--- src/rtl/rat_pkg.sv ---
// Package: shared operation encoding for the retirement alias table.
// Assumes: one select bit per port; 1 selects commit, 0 selects peek.
package rat_pkg;
    typedef enum logic {
        OP_PEEK   = 1'b0,
        OP_COMMIT = 1'b1
    } rat_op_e;
endpackage

--- src/rtl/rat_clear_seq.sv ---
// Module: post-reset clear sequencer. Steps an index across every table
// entry, one per cycle, then raises a done flag that stays high until reset.
// Assumes: NUM_ARCH >= 2 and the index width covers NUM_ARCH - 1.
module rat_clear_seq #(
    parameter int NUM_ARCH = 32,
    parameter int IDX_W    = $clog2(NUM_ARCH)
) (
    input  logic             clk,
    input  logic             rst_n,
    output logic             clr_en,
    output logic [IDX_W-1:0] clr_idx,
    output logic             done
);
    localparam logic [IDX_W-1:0] LAST = IDX_W'(NUM_ARCH - 1);

    logic [IDX_W-1:0] cnt_q;
    logic             done_q;

    // Move the clear index forward until the last entry has been written.
    always_ff @(posedge clk) begin
        if (!rst_n) begin
            cnt_q  <= '0;
            done_q <= 1'b0;
        end else if (!done_q) begin
            if (cnt_q == LAST) begin
                done_q <= 1'b1;
            end else begin
                cnt_q <= cnt_q + 1'b1;
            end
        end
    end

    // Present the clear write while the sequence is still running.
    always_comb begin
        clr_en  = !done_q;
        clr_idx = cnt_q;
        done    = done_q;
    end
endmodule

--- src/rtl/rat_map_store.sv ---
// Module: tag storage. Has one combinational read per port and one write per
// port; all writes land at the same clock edge. A clear write has priority.
// Assumes: the write indices enabled in one cycle are distinct, and
// NUM_ARCH is a power of two so that every index is in range.
module rat_map_store #(
    parameter int NUM_PORTS = 2,
    parameter int NUM_ARCH  = 32,
    parameter int TAG_W     = 5,
    parameter int IDX_W     = $clog2(NUM_ARCH)
) (
    input  logic                       clk,
    input  logic                       clr_en,
    input  logic [IDX_W-1:0]           clr_idx,
    input  logic [NUM_PORTS-1:0]       wr_en,
    input  logic [NUM_PORTS*IDX_W-1:0] wr_idx,
    input  logic [NUM_PORTS*TAG_W-1:0] wr_tag,
    input  logic [NUM_PORTS*IDX_W-1:0] rd_idx,
    output logic [NUM_PORTS*TAG_W-1:0] rd_tag
);
    logic [TAG_W-1:0] mem [NUM_ARCH];

    // Write either the clear zero or the enabled port tags.
    always_ff @(posedge clk) begin
        if (clr_en) begin
            mem[clr_idx] <= '0;
        end else begin
            for (int p = 0; p < NUM_PORTS; p++) begin
                if (wr_en[p]) begin
                    mem[wr_idx[p*IDX_W +: IDX_W]] <= wr_tag[p*TAG_W +: TAG_W];
                end
            end
        end
    end

    // Read each port's entry from the state before this cycle's writes.
    always_comb begin
        for (int p = 0; p < NUM_PORTS; p++) begin
            rd_tag[p*TAG_W +: TAG_W] = mem[rd_idx[p*IDX_W +: IDX_W]];
        end
    end
endmodule

--- src/rtl/rat_port_ctrl.sv ---
// Module: per-port handshake and operation decode. Accepts a request once
// the clear is done, turns a commit into a write enable (never for register
// zero), and returns the stored tag only for an accepted request.
// Assumes: the tag read is combinational from the storage.
module rat_port_ctrl
    import rat_pkg::*;
#(
    parameter int TAG_W = 5,
    parameter int IDX_W = 5
) (
    input  logic             done,
    input  logic             valid,
    input  logic             op,
    input  logic [IDX_W-1:0] idx,
    input  logic [TAG_W-1:0] rd_tag,
    output logic             ready,
    output logic             wr_en,
    output logic [TAG_W-1:0] old_tag
);
    logic fire;

    // Gate the request by the clear flag and decode the operation.
    always_comb begin
        ready   = done;
        fire    = valid && done;
        wr_en   = fire && (op == OP_COMMIT) && (idx != '0);
        old_tag = fire ? rd_tag : '0;
    end
endmodule

--- src/rtl/retire_alias_table.sv ---
// Module: multi-port retirement register alias table (top). Wires the clear
// sequencer, the storage and one port controller per retirement port.
// Assumes: active ports in a cycle name distinct registers; NUM_ARCH is a
// power of two; NUM_PORTS is 1, 2 or 4.
module retire_alias_table #(
    parameter int NUM_PORTS = 2,
    parameter int NUM_ARCH  = 32,
    parameter int TAG_W     = 5,
    parameter int IDX_W     = $clog2(NUM_ARCH)
) (
    input  logic                       clk,
    input  logic                       rst_n,
    input  logic [NUM_PORTS-1:0]       port_valid,
    output logic [NUM_PORTS-1:0]       port_ready,
    input  logic [NUM_PORTS-1:0]       port_op,
    input  logic [NUM_PORTS*IDX_W-1:0] port_idx,
    input  logic [NUM_PORTS*TAG_W-1:0] port_tag,
    output logic [NUM_PORTS*TAG_W-1:0] port_old_tag
);
    logic                       clr_en;
    logic [IDX_W-1:0]           clr_idx;
    logic                       done;
    logic [NUM_PORTS-1:0]       wr_en;
    logic [NUM_PORTS*TAG_W-1:0] rd_tag;

    rat_clear_seq #(.NUM_ARCH(NUM_ARCH), .IDX_W(IDX_W)) u_clr (
        .clk     (clk),
        .rst_n   (rst_n),
        .clr_en  (clr_en),
        .clr_idx (clr_idx),
        .done    (done)
    );

    rat_map_store #(
        .NUM_PORTS (NUM_PORTS),
        .NUM_ARCH  (NUM_ARCH),
        .TAG_W     (TAG_W),
        .IDX_W     (IDX_W)
    ) u_store (
        .clk     (clk),
        .clr_en  (clr_en),
        .clr_idx (clr_idx),
        .wr_en   (wr_en),
        .wr_idx  (port_idx),
        .wr_tag  (port_tag),
        .rd_idx  (port_idx),
        .rd_tag  (rd_tag)
    );

    for (genvar p = 0; p < NUM_PORTS; p++) begin : g_port
        rat_port_ctrl #(.TAG_W(TAG_W), .IDX_W(IDX_W)) u_port (
            .done    (done),
            .valid   (port_valid[p]),
            .op      (port_op[p]),
            .idx     (port_idx[p*IDX_W +: IDX_W]),
            .rd_tag  (rd_tag[p*TAG_W +: TAG_W]),
            .ready   (port_ready[p]),
            .wr_en   (wr_en[p]),
            .old_tag (port_old_tag[p*TAG_W +: TAG_W])
        );
    end
endmodule

--- config.mk ---
export PLATFORM = sky130hd
export DESIGN_NAME = retire_alias_table
export DESIGN_NICKNAME = d
export VERILOG_FILES = /design/src/rtl/rat_pkg.sv /design/src/rtl/rat_clear_seq.sv /design/src/rtl/rat_map_store.sv /design/src/rtl/rat_port_ctrl.sv /design/src/rtl/retire_alias_table.sv
export SDC_FILE = /design/constraint.sdc
export NUM_CORES = 1
export LEC_CHECK = 0
export BUFFER_PORTS_ARGS = -buffer_cell sky130_fd_sc_hd__buf_2
export CAP_MARGIN = 20
export CORE_ASPECT_RATIO = 0.5
export CORE_UTILIZATION = 50
export DETAILED_ROUTE_END_ITERATION = 10
export PLACE_DENSITY = 0.64
export SLEW_MARGIN = 20
export SYNTH_ARGS = -nofsm -noshare
export SYNTH_HDL_FRONTEND = slang
export SYNTH_SLANG_ARGS = --single-unit
--- constraint.sdc ---
create_clock -name clk -period 2.6 [get_ports clk]
set_input_delay 0 -clock clk [delete_from_list [all_inputs] [get_ports clk]]
set_output_delay 0 -clock clk [all_outputs]
set_load 0.005 [all_outputs]
==> out/qor.tcl <==
set qor(final_layout_size_suffix_gt1_share_pct) 27.0
set qor(fin_util_pct) 57.6
set qor(hpwl_um) 24500
set qor(max_slew.worst_pin.slew_ns) 0.979
set qor(max_cap_viol_count) 0
set qor(initial_utilization_pct) 52.1
set qor(place_congestion) 1.02
set qor(groute.layer.met2.usage_pct) 48.1
set qor(worstSetupStartpointType) {flip-flop}
set qor(layout-area-overhead-vs-synth_pct) 10.6
set qor(timing.critical_path.required_ns) 2.69
set qor(synth.distinct_cells) 62
set qor(layout_worst_path_cycle_share_pct) 92.1
set qor(final-max-slew-violation-count) 0
set qor(timing.setup.tns_ns) 0
set qor(worst_ir_drop_vdd_mv) 0.414
set qor(fp.coreArea_um2) 19800
set qor(die_height_um) 104
set qor(global_route_wire_length_before_repair_um) 51000
set qor(crit_fanout) 5
set qor(leakage_nw) 3.85
set qor(ios) 38
set qor(yosys_register_bits) 166
set qor(grt_max_degree) 39
set qor(detail-route-antenna-nets) 0
set qor(routed_wire_length_per_instance_um) 29.8
set qor(tritoncts) {built}
set qor(numCtsBuffers) 17
set qor(number_of_endpoints_with_negative_hold_slack_in_the_final_report) 0
set qor(inserted_diodes) 0
set qor(clock_tree.root_cell) {clkbuf_16}
set qor(first_global_vias) 7620
set qor(port_buffers) 37
set qor(number_of_warnings_printed_during_yosys_synthesis) 0
set qor(synthesis.area_per_instance_um2) 11.7
set qor(viasPerCell) 6.85
set qor(synthesis.nets) 913
set qor(layout.nets) 935
set qor(grt_overflow) 0
set qor(status) {finished, final reports clean}
set qor(powerDensity_nw_per_um2) 532
set qor(cts_max_path_buffers) 2
set qor(holdWs_ns) 0.146
set qor(synth_edf_count) 160
set qor(die-area_um2) 21300
set qor(fp.dieW_um) 205
set qor(relSlewSlack_pct) 34.7
set qor(finalWorstPathRequiredPeriod_ns) 2.39
set qor(detail_route.drc_violations) 0
set qor(grt_busiest_layer) {met2}
set qor(mappedNetlistArea_um2) 10300
set qor(route.vias.total) 8125
set qor(postSynth.asyncResetShare_pct) 0
set qor(drt_iter0_drc) 1075
set qor(postCtsSetupRepairBufs) 0
set qor(unrepaired_setup_endpoints_after_global_routing) {no}
set qor(seq_area_frac_synth_pct) 47.7
set qor(timing.setup.critical_path_class) {reg2reg}
set qor(synth_top_flop_cell) {edfxtp_1}
set qor(use_met3_pct) 14.4
set qor(fmax_mhz) 418
set qor(synth_largest_type_area_fraction_pct) 46.5
set qor(kind_of_end_point_of_the_critical_path) {flip-flop}
set qor(gate_count_post_synth) 885
set qor(globalRouteTotalUtil_pct) 34.3
set qor(hold_path_class) {in2reg}
set qor(cts_max_level) 4
set qor(antenna_found_initial) 1
set qor(drt-total-wl_um) 35300
set qor(rows) 36
set qor(finalSetupViolations) 0
set qor(skew_ns) 0.00566
set qor(globalRouteMet1Util_pct) 47.7
set qor(synth.largest_area_cell) {edfxtp_1}
set qor(post_synth_main_area_contributors) {edfxtp_1, mux4_2, o21ai_0}
set qor(firstDrtPassIters) 7
set qor(reg_clk_slew_reported_paths_ns) 0.07
set qor(clkSinkCount) 166
set qor(cp_data_arrival_time_ns) 2.48
set qor(worst_skew_pair_latency_ns) 0.45
-- Yosys cell counts, types with 4 or more instances --
cell / instances
buf_2: 24
a21oi_1: 5
edfxtp_1: 160
o21bai_1: 21
mux4_2: 49
nor3_1: 16
nor4_1: 9
nand2b_1: 6
o21ai_0: 121
nand3_1: 8
nand2_1: 123
dfxtp_1: 6
a22oi_1: 14
buf_4: 8
a31oi_1: 6
nor2_1: 11
mux2_2: 40
clkbuf_1: 48
buf_1: 5
o221ai_1: 9
o22ai_1: 22
inv_1: 10
a22o_1: 5
buf_6: 7
nor2b_1: 4
mux2i_1: 60
a211oi_1: 9
and2_1: 5
mux2_4: 10
or2_2: 5
-- path summary, 6_finish.rpt --
check | startpoint | to | slack [ns] | depth (start not counted)
worst max-delay path | u_clr.done | u_store.mem[23][2] | 0.21 | 6
worst min-delay path | port_tag[3] | u_store.mem[21][3] | 0.15 | 4
worst max register to register | u_clr.done | u_store.mem[23][2] | 0.21 | 6
worst min register to register | u_clr.clr_idx[4] | u_clr.clr_idx[4] | 0.57 | 2
-- critical path, cell delays in order (launching register included) --
cell and delay (ns):
dfxtp_1 0.34, nand3_1 0.11, buf_4 0.17, o21ai_0 0.23
buf_4 0.16, nand3_1 0.40, o21bai_1 0.62
-- routing by layer --
layer  wire length [µm]  up-vias
li1                   -     3461
met4                840        2
met2              14900      554
met5                104        -
met1              14400     4034
met3               5050       74
-- registers in the layout, summed over array words and instances, names as in the netlist --
name and count:
u_clr.done 1, u_store.mem 160, u_clr.clr_idx 5
-- repair_timing --
action,CTS,global route
endpoints found under the setup margin,0,25
gates resized for setup,0,4
hold buffers,1,0
endpoints found under the hold margin,6,0
-- logic make-up after synthesis --
kind of cell             count (synthesis)  synth area share, %
adder cells (fa/ha/maj)                  2                0.242
flip-flops                             166                 47.7
AO/OA/AOI/OAI                          228                 13.4
AND/OR/NAND/NOR                        220                 10.7
buffers and inverters                  106                 5.19
XOR/XNOR                                 3                0.255
multiplexers                           160                 22.6
-- through the flow --
stage                     area, µm²  cells  worst slack [ns]  total power [mW]
after CTS                     11400   1186             0.152              6.05
after floorplan               10300    885             0.511              3.34
after global routing          11400   1186            0.0148              6.19
final                         11400   1186             0.207              6.07
after global placement        10800   1153             0.259              3.55
after detailed placement      10800   1153             0.182              3.55
-- final cells by class --
class / count / area [µm²]
repair buffers: 99 / 671
inverters: 10 / 37.5
clock inverters: 15 / 156
flip-flops and latches: 166 / 4920
fillers: 1653 / 8400
multi-input cells: 613 / 4870
well taps: 266 / 333
clock buffers: 17 / 425
-- power breakdown --
part	internal, mW	total, mW	switching, mW	leakage [nW]
logic	0.198	0.574	0.376	2.21
clock network	1.42	2.55	1.13	0.283
registers	2.92	2.95	0.0224	1.35
-- cell usage in the layout (no fill, tap or decap), types with 3 or more instances in the layout --
| cell type | n |
|---|---|
| clkbuf_16 | 17 |
| nand3b_1 | 3 |
| clkinv_4 | 5 |
| mux2i_1 | 60 |
| nand2_1 | 123 |
| a31oi_1 | 6 |
| nand4b_1 | 3 |
| buf_4 | 62 |
| nor2b_1 | 4 |
| or4bb_1 | 3 |
| o221ai_1 | 9 |
| or2_2 | 5 |
| a22o_1 | 5 |
| a211oi_1 | 9 |
| mux2_2 | 40 |
| o21ai_1 | 7 |
| a22oi_1 | 14 |
| o21ai_0 | 117 |
| and3_1 | 3 |
| and2_1 | 5 |
| edfxtp_1 | 160 |
| nor3_2 | 4 |
| mux2_4 | 10 |
| clkinv_2 | 4 |
| inv_1 | 10 |
| nor3b_1 | 3 |
| nor2_1 | 11 |
| buf_2 | 35 |
| dfxtp_1 | 6 |
| nand2b_1 | 6 |
| nor3_1 | 15 |
| o22ai_1 | 22 |
| o31a_1 | 3 |
| a21oi_1 | 5 |
| o21bai_1 | 21 |
| nand4_1 | 3 |
| nor4_1 | 9 |
| mux4_2 | 49 |
| nand3_1 | 8 |
(Power assumes the default switching activity.)
